<file path="src/rtl/spi_pacer_pkg.sv">
package spi_pacer_pkg;

    typedef enum logic [2:0] {
        ST_IDLE,
        ST_LEAD,
        ST_HIGH,
        ST_LOW,
        ST_TAIL
    } spi_state_e;

endpackage

</file>
<file path="src/rtl/spi_phase_timer.sv">
module spi_phase_timer #(
    parameter int CNT_W = 4
) (
    input  logic             clk,
    input  logic             rst_n,
    input  logic             load,
    input  logic [CNT_W-1:0] load_val,
    output logic             expired
);

    logic [CNT_W-1:0] cnt_q;

    always_ff @(posedge clk) begin
        if (!rst_n) begin
            cnt_q <= '0;
        end else if (load) begin
            cnt_q <= load_val;
        end else if (cnt_q != '0) begin
            cnt_q <= cnt_q - 1'b1;
        end
    end

    assign expired = (cnt_q == '0);

endmodule

</file>
<file path="src/rtl/spi_shift_unit.sv">
module spi_shift_unit #(
    parameter int WORD_W = 8
) (
    input  logic              clk,
    input  logic              rst_n,
    input  logic              load,
    input  logic [WORD_W-1:0] load_word,
    input  logic              shift,
    input  logic              sample,
    input  logic              miso_in,
    output logic              mosi_out,
    output logic [WORD_W-1:0] rx_shift
);

    logic [WORD_W-1:0] tx_sr;
    logic [WORD_W-1:0] rx_sr;

    always_ff @(posedge clk) begin
        if (!rst_n) begin
            tx_sr <= '0;
        end else if (load) begin
            tx_sr <= load_word;
        end else if (shift) begin
            tx_sr <= {tx_sr[WORD_W-2:0], 1'b0};
        end
    end

    always_ff @(posedge clk) begin
        if (!rst_n) begin
            rx_sr <= '0;
        end else if (sample) begin
            rx_sr <= {rx_sr[WORD_W-2:0], miso_in};
        end
    end

    assign mosi_out = tx_sr[WORD_W-1];
    assign rx_shift = rx_sr;

endmodule

</file>
<file path="src/rtl/spi_pacer_master.sv">
module spi_pacer_master
    import spi_pacer_pkg::*;
#(
    parameter int WORD_W   = 8,
    parameter int LEAD_CYC = 10,
    parameter int HIGH_CYC = 10,
    parameter int LOW_CYC  = 10
) (
    input  logic              clk,
    input  logic              rst_n,
    input  logic              start,
    input  logic [WORD_W-1:0] tx_word,
    output logic [WORD_W-1:0] rx_word,
    output logic              busy,
    output logic              done,
    output logic              spi_cs_n,
    output logic              spi_sck,
    output logic              spi_mosi,
    input  logic              spi_miso
);

    localparam int MAX_LH = (LEAD_CYC > HIGH_CYC) ? LEAD_CYC : HIGH_CYC;
    localparam int MAX_C  = (MAX_LH > LOW_CYC) ? MAX_LH : LOW_CYC;
    localparam int CNT_W  = $clog2(MAX_C + 1);
    localparam int BIT_W  = $clog2(WORD_W);
    localparam logic [CNT_W-1:0] LEAD_V = CNT_W'(LEAD_CYC - 1);
    localparam logic [CNT_W-1:0] HIGH_V = CNT_W'(HIGH_CYC - 1);
    localparam logic [CNT_W-1:0] LOW_V  = CNT_W'(LOW_CYC - 1);
    localparam logic [BIT_W-1:0] LAST_B = BIT_W'(WORD_W - 1);

    spi_state_e state_q, state_d;

    logic             ph_load;
    logic [CNT_W-1:0] ph_val;
    logic             ph_done;
    logic [BIT_W-1:0] bit_q;
    logic             last_bit;
    logic             ev_start, ev_rise, ev_fall, ev_end;
    logic [WORD_W-1:0] rx_shift;

    assign last_bit = (bit_q == LAST_B);

    // next-state and event decode
    always_comb begin
        state_d  = state_q;
        ph_load  = 1'b0;
        ph_val   = '0;
        ev_start = 1'b0;
        ev_rise  = 1'b0;
        ev_fall  = 1'b0;
        ev_end   = 1'b0;
        unique case (state_q)
            ST_IDLE: begin
                if (start) begin
                    state_d  = ST_LEAD;
                    ph_load  = 1'b1;
                    ph_val   = LEAD_V;
                    ev_start = 1'b1;
                end
            end
            ST_LEAD: begin
                if (ph_done) begin
                    state_d = ST_HIGH;
                    ph_load = 1'b1;
                    ph_val  = HIGH_V;
                    ev_rise = 1'b1;
                end
            end
            ST_HIGH: begin
                if (ph_done) begin
                    state_d = last_bit ? ST_TAIL : ST_LOW;
                    ph_load = 1'b1;
                    ph_val  = LOW_V;
                    ev_fall = 1'b1;
                end
            end
            ST_LOW: begin
                if (ph_done) begin
                    state_d = ST_HIGH;
                    ph_load = 1'b1;
                    ph_val  = HIGH_V;
                    ev_rise = 1'b1;
                end
            end
            ST_TAIL: begin
                if (ph_done) begin
                    state_d = ST_IDLE;
                    ev_end  = 1'b1;
                end
            end
            default: state_d = ST_IDLE;
        endcase
    end

    // state register
    always_ff @(posedge clk) begin
        if (!rst_n) begin
            state_q <= ST_IDLE;
        end else begin
            state_q <= state_d;
        end
    end

    // bit position counter
    always_ff @(posedge clk) begin
        if (!rst_n) begin
            bit_q <= '0;
        end else if (ev_start) begin
            bit_q <= '0;
        end else if (ev_fall && !last_bit) begin
            bit_q <= bit_q + 1'b1;
        end
    end

    // registered pin and status outputs
    always_ff @(posedge clk) begin
        if (!rst_n) begin
            spi_cs_n <= 1'b1;
            spi_sck  <= 1'b0;
            done     <= 1'b0;
            rx_word  <= '0;
        end else begin
            done <= ev_end;
            if (ev_start) begin
                spi_cs_n <= 1'b0;
            end else if (ev_end) begin
                spi_cs_n <= 1'b1;
                rx_word  <= rx_shift;
            end
            if (ev_rise) begin
                spi_sck <= 1'b1;
            end else if (ev_fall) begin
                spi_sck <= 1'b0;
            end
        end
    end

    assign busy = (state_q != ST_IDLE);

    spi_phase_timer #(
        .CNT_W (CNT_W)
    ) u_timer (
        .clk      (clk),
        .rst_n    (rst_n),
        .load     (ph_load),
        .load_val (ph_val),
        .expired  (ph_done)
    );

    spi_shift_unit #(
        .WORD_W (WORD_W)
    ) u_shift (
        .clk       (clk),
        .rst_n     (rst_n),
        .load      (ev_start),
        .load_word (tx_word),
        .shift     (ev_fall && !last_bit),
        .sample    (ev_rise),
        .miso_in   (spi_miso),
        .mosi_out  (spi_mosi),
        .rx_shift  (rx_shift)
    );

    // idle pins
    p_idle_pins_r1: assert property (@(posedge clk) disable iff (!rst_n)
        !busy |-> (spi_cs_n && !spi_sck));

    // clock only toggles inside a selected frame
    p_sck_in_frame_r3: assert property (@(posedge clk) disable iff (!rst_n)
        spi_cs_n |-> !spi_sck);

    // select only falls out of idle
    p_cs_from_idle_r8: assert property (@(posedge clk) disable iff (!rst_n)
        $fell(spi_cs_n) |-> !$past(busy));

    // data moves only on a falling serial clock edge
    p_mosi_on_fall_r5: assert property (@(posedge clk) disable iff (!rst_n)
        (!$stable(spi_mosi) && !spi_cs_n && !$past(spi_cs_n)) |-> $fell(spi_sck));

    // done is a single cycle
    p_done_single_r7: assert property (@(posedge clk) disable iff (!rst_n)
        done |=> !done);

    // done coincides with a released select and idle
    p_done_idle_r7: assert property (@(posedge clk) disable iff (!rst_n)
        done |-> (spi_cs_n && !busy && !spi_sck));

endmodule

</file>
<file path="config.mk">
export PLATFORM = sky130hd
export DESIGN_NAME = spi_pacer_master
export DESIGN_NICKNAME = d
export VERILOG_FILES = /design/src/rtl/spi_pacer_pkg.sv /design/src/rtl/spi_phase_timer.sv /design/src/rtl/spi_shift_unit.sv /design/src/rtl/spi_pacer_master.sv
export SDC_FILE = /design/constraint.sdc
export NUM_CORES = 1
export LEC_CHECK = 0
export BUFFER_PORTS_ARGS = -buffer_cell sky130_fd_sc_hd__buf_2
export CAP_MARGIN = 20
export CORE_MARGIN = 1.5
export CORE_UTILIZATION = 50
export DETAILED_ROUTE_END_ITERATION = 10
export PLACE_DENSITY = 0.74
export SYNTH_ARGS = -nofsm -noshare
export SYNTH_HDL_FRONTEND = slang
export SYNTH_SLANG_ARGS = --single-unit
</file>
<file path="constraint.sdc">
create_clock -name clk -period 1.7 [get_ports clk]
set_input_delay 0.255 -clock clk [delete_from_list [all_inputs] [get_ports clk]]
set_output_delay 0.255 -clock clk [all_outputs]
set_load 0.01 [all_outputs]
</file>
==> summary.txt <==
Worst setup path
  • Worst setup SP type: flip-flop
  • Critical path fanouts, max: 5
  • CP peak stage delay: 0.50 ns
  • Arrival time reported for the critical path endpoint: 1.96 ns
  • Cell repeated most along the worst path: sky130_fd_sc_hd__ha_4
  • Kind of end point of the critical path: flip-flop
  • Count of buffering cells on the critical path with inverters included: 1
  • Category of the most critical setup path: reg2reg
  • Cell breakdown of the critical path: ha_4, ha_4, or4b_4, buf_2, nor3_1, a211oi_2
  • Highest-delay cell along the critical path: sky130_fd_sc_hd__or4b_4
  • Required time at the endpoint of the critical path: 1.93 ns
  • Category of cells accounting for the largest share of critical-path delay: simple AND/OR/NAND/NOR gates

STA
  • Final setup TNS: -0.0253 ns
  • Worst Hold Margin: 0.154 ns
  • Largest clock skew in the final design: 0.00852 ns
  • Setup ws final: -0.0253 ns
  • Worst-Margin Slew: 0.497 ns
  • Highest attainable clock frequency: 580 MHz
  • Share of the cycle needed by the critical path after routing: 101%
  • Setup-failing EPs final: 1
  • Minimum clock period after layout: 1.73 ns
  • Unrepaired setup endpoints after global routing: true
  • Headroom to the max-slew limit: 66.7%
  • Count of pins over their slew limit: 0
  • Hold violation total from the final report: 0

Detailed routing
  • Vias per Instance: 5.67
  • DRC violations left: 0
  • Initial DRC Count: 83
  • Total number of vias: 1474
  • Drt pass-1 iters: 4
  • Number of routed nets with antenna violations: 0
  • WL per Instance: 14.8 um
  • Total Routed Length: 3850 um

Die
  • Starting Density: 52.8%
  • Top-Level Pins: 25
  • Die extent in x: 60.0 um
  • Core Box Area: 3080 sq um
  • Die footprint: 3600 sq um
  • Die Height: 60.0 um
  • Number of placement rows: 20

Placed design
  • Cell Area, Placed: 1880 sq um
  • Cell total after placement: 250
  • Final HPWL DP: 2650 um
  • Final RePlAce weighted congestion: 0.781
  • Worst-case setup slack after placement: -0.0767 ns
  • # port buffers: 24

GRT
  • Maximum number of pins on one net before global-route repair: 18
  • Wire length of the first global-routing pass: 6330 um
  • Remaining Overflow, GRT: 0
  • Aggregate global-route resource usage: 23.5%
  • Initial antenna violation count: 0
  • Vias in the first global route: 1469

Run status
  • Result of the run: finished, violations left
  • Violations in the final reports: setup timing

Finish
  • Final core utilization: 66.6%
  • Final Instance Area: 2050 sq um
  • Number of nets in the layout: 231
  • ANT cells: 0
  • Area grow syn2layout: 26.0%
  • Post-route insts no fill: 260
  • Share of final-layout standard cells stronger than drive strength 1: 31.9%

Min path
  • Path type of the worst min-delay path: in2reg

Power and ir drop
  • Leakage power: 0.841 nW
  • Peak VDD IR: 0.000695 V
  • Ratio of total power to cell area: 1470 nW/um^2
  • Total power after layout: 3.02 mW

Clocking
  • CTS clock-pin slew for the worst setup and hold paths: 0.11 ns
  • Clock buffers created by TritonCTS: 5
  • Number of H-tree levels: 2
  • Clock Tree Buf Depth: 2
  • TritonCTS clock tree: done
  • Sink Count: 37
  • Worst skew pair latency: 0.34 ns
  • Quantity of hold-fixing buffers added after cts: 0
  • CTS root buffer: sky130_fd_sc_hd__clkbuf_4

Synthesis
  • Most used flip-flop cell after synthesis: sky130_fd_sc_hd__dfxtp_1
  • Average cell area after synthesis: 9.14 sq um
  • Parity-gate share of the synthesized area counting xor and xnor cells: 1.08%
  • Synthesized-area fraction occupied by ao, oa, aoi and oai cells: 20.2%
  • Synth unique cells: 34
  • Fraction of registers with async set/reset: 0%
  • Mux contribution to synthesized area: 6.15%
  • Area share of the leading cell type in the synthesized netlist: 45.5%
  • EDFF count, synth: 0
  • FF+latch count, synth: 37
  • Post-Synthesis Cells: 178
  • Cell Area, Synth: 1630 sq um
  • Leading post-synthesis cells by cell area: sky130_fd_sc_hd__dfxtp_1 46%, sky130_fd_sc_hd__mux2i_1 6.2%, sky130_fd_sc_hd__a21oi_1 5.5%
  • Net Count, Synth: 194
  • Total number of yosys warnings: 0
  • Simple-gate area share of the yosys netlist: 18.4%
  • Biggest area consumer among synthesized cells: sky130_fd_sc_hd__dfxtp_1
  • Area share of fa/ha/maj cells after synthesis: 3.08%
  • Sequential share of the synthesized area: 45.5%
  • Dominant combinational cell family by area after synthesis: compound AO/OA/AOI/OAI gates

Job
  • Total of max-cap violations: 0
==> worst min-delay path, cell delays in order <==
cell,delay [ns]
sky130_fd_sc_hd__buf_2,0.09
sky130_fd_sc_hd__nand2_1,0.04
sky130_fd_sc_hd__mux2i_1,0.05
==> state kept, by name, indices dropped and copies added (netlist names) <==
signal / count
u_shift.rx_shift: 8
spi_sck: 1
state_q: 3
spi_cs_n: 1
rx_word: 8
u_timer.cnt_q: 4
u_shift.tx_sr: 8
bit_q: 3
done: 1
==> what timing repair did <==
action                     4_1_cts  5_1_grt
setup buffers                    2        0
setup endpoints to repair       12       29
pin swaps                        5        7
resized for setup                9       12
gates cloned                     1        0
==> synth_stat cells, types with 2 or more instances <==
library cell and instances:
sky130_fd_sc_hd__dfxtp_1 37, sky130_fd_sc_hd__a21oi_1 18, sky130_fd_sc_hd__o21ai_0 17, sky130_fd_sc_hd__nand2_1 15, sky130_fd_sc_hd__nand3_1 13, sky130_fd_sc_hd__mux2i_1 10, sky130_fd_sc_hd__clkbuf_1 7, sky130_fd_sc_hd__a211oi_1 6
sky130_fd_sc_hd__buf_2 6, sky130_fd_sc_hd__nor2_1 6, sky130_fd_sc_hd__nor3_1 5, sky130_fd_sc_hd__ha_1 4, sky130_fd_sc_hd__inv_1 4, sky130_fd_sc_hd__o211ai_1 3, sky130_fd_sc_hd__a32oi_1 2, sky130_fd_sc_hd__buf_4 2
sky130_fd_sc_hd__nor4b_4 2, sky130_fd_sc_hd__o2111a_1 2, sky130_fd_sc_hd__o31ai_1 2, sky130_fd_sc_hd__or4b_1 2, sky130_fd_sc_hd__xnor2_1 2
==> cells by family (layout without fill, tap and decap cells) <==
logic type / count (synthesis) / in the layout
fa+ha+maj: 4 / 4
flops: 37 / 37
compound gates: 54 / 54
simple gates: 51 / 51
xor+xnor: 2 / 2
buf+inv: 20 / 58
mux: 10 / 10
==> final cells by class <==
type	instances	area [sq um]
Sequential cell	37	743
Inverter	5	18.8
Tap cell	44	55.1
Clock buffer	7	55.1
Clock inverter	1	30.0
Fill cell	263	1030
Multi-Input combinational cell	121	868
Timing Repair Buffer	45	279
==> final timing paths <==
| path | cells past startpoint | endpoint | slack [ns] | startpoint |
|---|---|---|---|---|
| worst max-delay path | 6 | u_shift.tx_sr[5] | -0.03 | bit_q[0] |
| worst min-delay path | 3 | u_shift.rx_shift[0] | 0.15 | spi_miso |
| worst max register to register | 6 | u_shift.tx_sr[5] | -0.03 | bit_q[0] |
| worst min register to register | 2 | rx_word[3] | 0.48 | u_shift.rx_shift[3] |
==> cell usage in the layout (no fill, tap or decap), types with 2 or more instances in the layout <==
cell	instances
sky130_fd_sc_hd__inv_1	4
sky130_fd_sc_hd__clkbuf_4	5
sky130_fd_sc_hd__buf_4	19
sky130_fd_sc_hd__nor4b_4	2
sky130_fd_sc_hd__buf_2	25
sky130_fd_sc_hd__ha_1	2
sky130_fd_sc_hd__mux2i_1	10
sky130_fd_sc_hd__nor3_1	4
sky130_fd_sc_hd__xnor2_1	2
sky130_fd_sc_hd__a21oi_2	2
sky130_fd_sc_hd__a21oi_1	16
sky130_fd_sc_hd__a211oi_1	5
sky130_fd_sc_hd__dfxtp_1	35
sky130_fd_sc_hd__o2111a_1	2
sky130_fd_sc_hd__dfxtp_2	2
sky130_fd_sc_hd__o21ai_0	11
sky130_fd_sc_hd__o211ai_1	3
sky130_fd_sc_hd__nand2_1	15
sky130_fd_sc_hd__nand3_1	13
sky130_fd_sc_hd__o21ai_1	6
sky130_fd_sc_hd__nor2_1	6
sky130_fd_sc_hd__ha_4	2
==> routing by layer <==
layer | share of wire, % | global-route usage (%)
met4 | 2.3 | 11.1
met3 | 5.1 | 6.28
met5 | 0 | 0
met1 | 43 | 29.1
met2 | 50 | 37.7
==> power breakdown <==
group	internal, mW	switching [mW]
registers	0.987	0.112
clock network	0.351	0.282
logic	0.564	0.722
total	1.90	1.12
Power figures use the tool's default switching activity.
